$ cat src/rtl/rjump_seq.sv
module rjump_seq #(
  parameter int AW = 18,
  parameter int WW = 60,
  parameter int OPW = 6,
  parameter int RW = 3,
  parameter logic [OPW-1:0] EQ_OPC = 6'o04,
  parameter logic [WW/2-1:0] NOP_PARCEL = 30'o4600046000
) (
  input  logic          clk,
  input  logic          rst_n,
  input  logic          op_valid,
  input  logic          op_is_call,
  input  logic [AW-1:0] cur_addr,
  input  logic [AW-1:0] op_target,
  input  logic [AW-1:0] idx_a,
  input  logic [AW-1:0] idx_b,
  input  logic          mem_wr_ack,
  output logic          redirect,
  output logic [AW-1:0] next_addr,
  output logic          flush,
  output logic          mem_wr_req,
  output logic [AW-1:0] mem_wr_addr,
  output logic [WW-1:0] mem_wr_data
);
  localparam int PW = WW / 2;
  localparam logic [AW-1:0] ONE = AW'(1);
  localparam logic [RW-1:0] RZ = '0;

  logic          waiting;
  logic [AW-1:0] ret_addr;
  logic          taken;

  assign ret_addr   = cur_addr + ONE;
  assign taken      = idx_a == idx_b;
  assign mem_wr_req = waiting;

  always_ff @(posedge clk or negedge rst_n) begin
    if (!rst_n) begin
      waiting     <= 1'b0;
      redirect    <= 1'b0;
      flush       <= 1'b0;
      next_addr   <= '0;
      mem_wr_addr <= '0;
      mem_wr_data <= '0;
    end else begin
      redirect <= 1'b0;
      flush    <= 1'b0;
      if (waiting) begin
        if (mem_wr_ack) begin
          waiting   <= 1'b0;
          redirect  <= 1'b1;
          flush     <= 1'b1;
          next_addr <= mem_wr_addr + ONE;
        end
      end else if (op_valid) begin
        if (op_is_call) begin
          waiting     <= 1'b1;
          mem_wr_addr <= op_target;
          mem_wr_data <= {EQ_OPC, RZ, RZ, ret_addr, NOP_PARCEL};
        end else if (taken) begin
          redirect  <= 1'b1;
          flush     <= 1'b1;
          next_addr <= op_target;
        end
      end
    end
  end
endmodule

$ cat config.mk
export PLATFORM = sky130hd
export DESIGN_NAME = rjump_seq
export DESIGN_NICKNAME = d
export VERILOG_FILES = /design/src/rtl/rjump_seq.sv
export SDC_FILE = /design/constraint.sdc
export NUM_CORES = 1
export LEC_CHECK = 0
export BUFFER_PORTS_ARGS = -buffer_cell sky130_fd_sc_hd__buf_2
export CAP_MARGIN = 15
export CORE_MARGIN = 3
export CORE_UTILIZATION = 32
export CTS_BUF_LIST = sky130_fd_sc_hd__clkbuf_8
export CTS_CLUSTER_SIZE = 12
export DETAILED_ROUTE_END_ITERATION = 16
export GPL_ROUTABILITY_DRIVEN = 0
export PLACE_DENSITY = 0.68
export SLEW_MARGIN = 20
export SYNTH_ARGS = -nofsm -noshare
export SYNTH_HDL_FRONTEND = slang
export SYNTH_SLANG_ARGS = --single-unit
$ cat constraint.sdc
create_clock -name clk -period 1.7 [get_ports clk]
set_clock_uncertainty 0.05 [all_clocks]
set_input_delay 0.255 -clock clk [delete_from_list [all_inputs] [get_ports clk]]
set_output_delay 0.255 -clock clk [all_outputs]
set_load 0.01 [all_outputs]
==> results.json <==
{
  "ys.warnings.count": 0,
  "fin_area_um2": 4757,
  "routed_wl_um": 9097,
  "rsz0062_at_grt": "yes",
  "yosysTopAreaCell": "dfrtp_1",
  "place_area_um2": 4339,
  "grt_usage_pct": 14.78,
  "wire_per_inst_um": 14.10,
  "combPwrFrac_pct": 35.7,
  "fmax_mhz": 569.6,
  "netlist_top_cells_count": "57 x dfrtp_1, 42 x buf_4, 27 x xor2_1, 26 x nand2_1, 24 x mux2_2",
  "initial_utilization_pct": 33.68,
  "power-per-cell-area_nw_per_um2": 1058,
  "ant_nets": 0,
  "layout.nets": 586,
  "fillers": 949,
  "synth_area_leaders": "dfrtp_1 42%, buf_4 9.3%, mux2_2 8.0%, xor2_1 7.0%, xnor2_1 5.2%",
  "path_max_fanout": 14,
  "fin_ws_ns": -0.05567,
  "setup_viol": 14,
  "syn-cell-area_um2": 3383,
  "cap_violations": 0,
  "io_pins": 176,
  "cp.arrival_ns": 1.92,
  "crit_chain": "nor4b_2 > nand4_1 > o21ai_4 > buf_12 > mux2_2",
  "crit_type": "flip-flop to flip-flop",
  "antenna_found_initial": 0,
  "grt_pass1_vias": 2796,
  "r2r_start": "mem_wr_req",
  "finalHoldViolCount": 0,
  "gr-total-overflow": 0,
  "p_sw_mw": 1.689,
  "post-place-ws_ns": -0.2430,
  "synth_cell_type_count": 34,
  "post_drt_via_cell_ratio": 4.456,
  "violations": "setup timing",
  "ys_seq_area_share_pct": 42.16,
  "avgSynthCellArea_um2": 10.04,
  "synthFlopType": "dfrtp_1",
  "syn_inst": 337,
  "drc": 0,
  "cts-root-buf": "clkbuf_8",
  "slowest_stage": "dfrtp_2",
  "grt_pass1_wl_um": 13610,
  "coreArea_um2": 10040,
  "port-buffer-count": 140,
  "final_period_minus_worst_setup_slack_ns": 1.756,
  "seqCellArea_um2": 1435,
  "switching_share_pct": 33.55,
  "synth_edf_count": 0,
  "finalMaxSlewViolations": 0,
  "crit_path_start": "mem_wr_req",
  "dp_hpwl_um": 6638,
  "endpoint_kind": "flip-flop",
  "synth.most_common_cell": "dfrtp_1",
  "drive_above_1_share_pct": 48.63,
  "insertion_delay_ns": 0.34,
  "max_stage_delay_ns": 0.42,
  "cts.path.max_buffers": 2,
  "synth_top_area_share_pct": 42.16,
  "fp.dieW_um": 108.8,
  "required_ns": 1.87,
  "hold_path_class": "input pin to flip-flop",
  "dr_total_vias": 2874,
  "htree_levels": 3,
  "rows": 36,
  "pwr-share-clk_pct": 25.6,
  "status": "complete, but fails checks",
  "drt_iter0_drc": 77,
  "start_kind": "flip-flop",
  "cts_tree": "done",
  "area_delta_synth_final_pct": 40.61,
  "power.share.sequential_pct": 38.6,
  "setup_tns_ns": -0.4320,
  "clock_sinks": 57,
  "hold-worst-slack_ns": 0.04702,
  "die_h_um": 108.8,
  "multi_input_area_um2": 1837,
  "min_period_over_period_pct": 103.3,
  "critPathTopFamily": "simple AND/OR/NAND/NOR gates",
  "path_clk_slew_ns": 0.07,
  "async_flop_share_pct": 100.0,
  "antenna_cells": 0,
  "cts_buffers": 9,
  "peakVddDrop_mv": 0.4295,
  "die_area_um2": 11840,
  "drt_first_pass_iters": 4,
  "ys_ff_latch": 57,
  "p_int_mw": 3.345,
  "path_buf_inv": 1,
  "hp-start": "mem_wr_ack",
  "p_leak_nw": 2.284,
  "grt_start_max_net_pins": 58
}
==> flip-flops by register name (all words and copies together) (netlist names) <==
| signal | flops |
|---|---|
| mem_wr_data | 19 |
| flush | 1 |
| next_addr | 18 |
| mem_wr_req | 1 |
| mem_wr_addr | 18 |
==> worst paths after layout <==
check                                  end  slack [ns]  cells after the start
setup reg to reg             next_addr[17]       -0.06                      5
hold / removal                  mem_wr_req        0.05                      2
max in group asynchronous   mem_wr_addr[0]        0.92                      3
setup / recovery             next_addr[17]       -0.06                      5
min in group asynchronous     next_addr[9]        0.40                      3
hold reg to reg            mem_wr_data[46]        0.42                      2
==> cell type report <==
| class | instances | area share [%] |
|---|---|---|
| clock inverters | 6 | 1.262 |
| flip-flops and latches | 57 | 30.17 |
| clock buffers | 10 | 2.893 |
| inverters | 6 | 0.5523 |
| multi-input cells | 255 | 38.61 |
| repair buffers | 178 | 23.01 |
| well taps | 133 | 3.498 |
==> power groups by stage <==
stage | clock (mW) | sequential, mW | combinational (mW)
after detailed placement | 0 | 1.96 | 1.68
after global placement | 0 | 1.95 | 1.65
final | 1.29 | 1.94 | 1.80
after CTS | 1.34 | 1.95 | 1.73
after global routing | 1.41 | 1.99 | 1.98
after floorplan | 0 | 2.14 | 0.735
==> metrics by stage <==
step,util (%),total power [mW],instances
2_1_floorplan,-,2.879,371
3_3_place_gp,43.20,3.598,620
4_1_cts,46.00,5.028,639
6_report,47.36,5.033,645
5_1_grt,47.36,5.381,645
3_5_place_dp,43.20,3.643,620
==> placed cells by master, fill, tap and decap left out, types with 2 or more instances in the layout <==
cell	instances
clkinvlp_4	2
inv_1	6
nor4_1	4
and3_1	5
dfrtp_1	50
clkbuf_8	10
xnor2_1	20
nand3_1	11
nand4_1	5
buf_4	29
mux2_4	11
xor2_1	27
clkinv_2	2
nor2_1	21
clkbuf_16	3
a31oi_1	3
nand3_4	4
dfrtp_2	7
buf_2	140
conb_1	35
nand2_1	26
or3_1	2
nor3_1	5
mux2_2	23
a21oi_1	13
mux2_1	3
buf_12	4
o21ai_0	21
nor4_2	2
==> kinds of logic (layout without fill, tap and decap cells) <==
logic type | after synthesis | after routing | share of synthesized area [%]
buf+inv | 59 | 200 | 11.50
mux | 38 | 38 | 12.61
other cells | 1 | 35 | 0.1108
simple gates | 94 | 94 | 14.42
xor+xnor | 47 | 47 | 12.17
flops | 57 | 57 | 42.16
compound gates | 39 | 39 | 6.287
fa+ha+maj | 2 | 2 | 0.7395
==> routing by layer <==
metal  routed length, µm  vias up  GRT usage, %
met5                   0        -             0
li1                    -     1416             -
met2                4605       95         25.20
met3                 693        6         5.921
met4                  81        0         3.877
met1                3716     1357         17.28
==> worst reg2reg max path, cell delays in order (launching register included) <==
cell,delay (ns)
dfrtp_2,0.42
nor4b_2,0.25
nand4_1,0.17
o21ai_4,0.22
buf_12,0.18
mux2_2,0.34
==> repair_timing <==
action / CTS / global route
gates resized for setup: 9 / 9
pin swaps: 3 / 1
buffers inserted: 2 / 3
endpoints found under the setup margin: 33 / 36
hold buffers: 1 / 0
endpoints found under the hold margin: 57 / 0
gates cloned: 0 / 3
No activity file was read; power rests on OpenSTA's default activity.
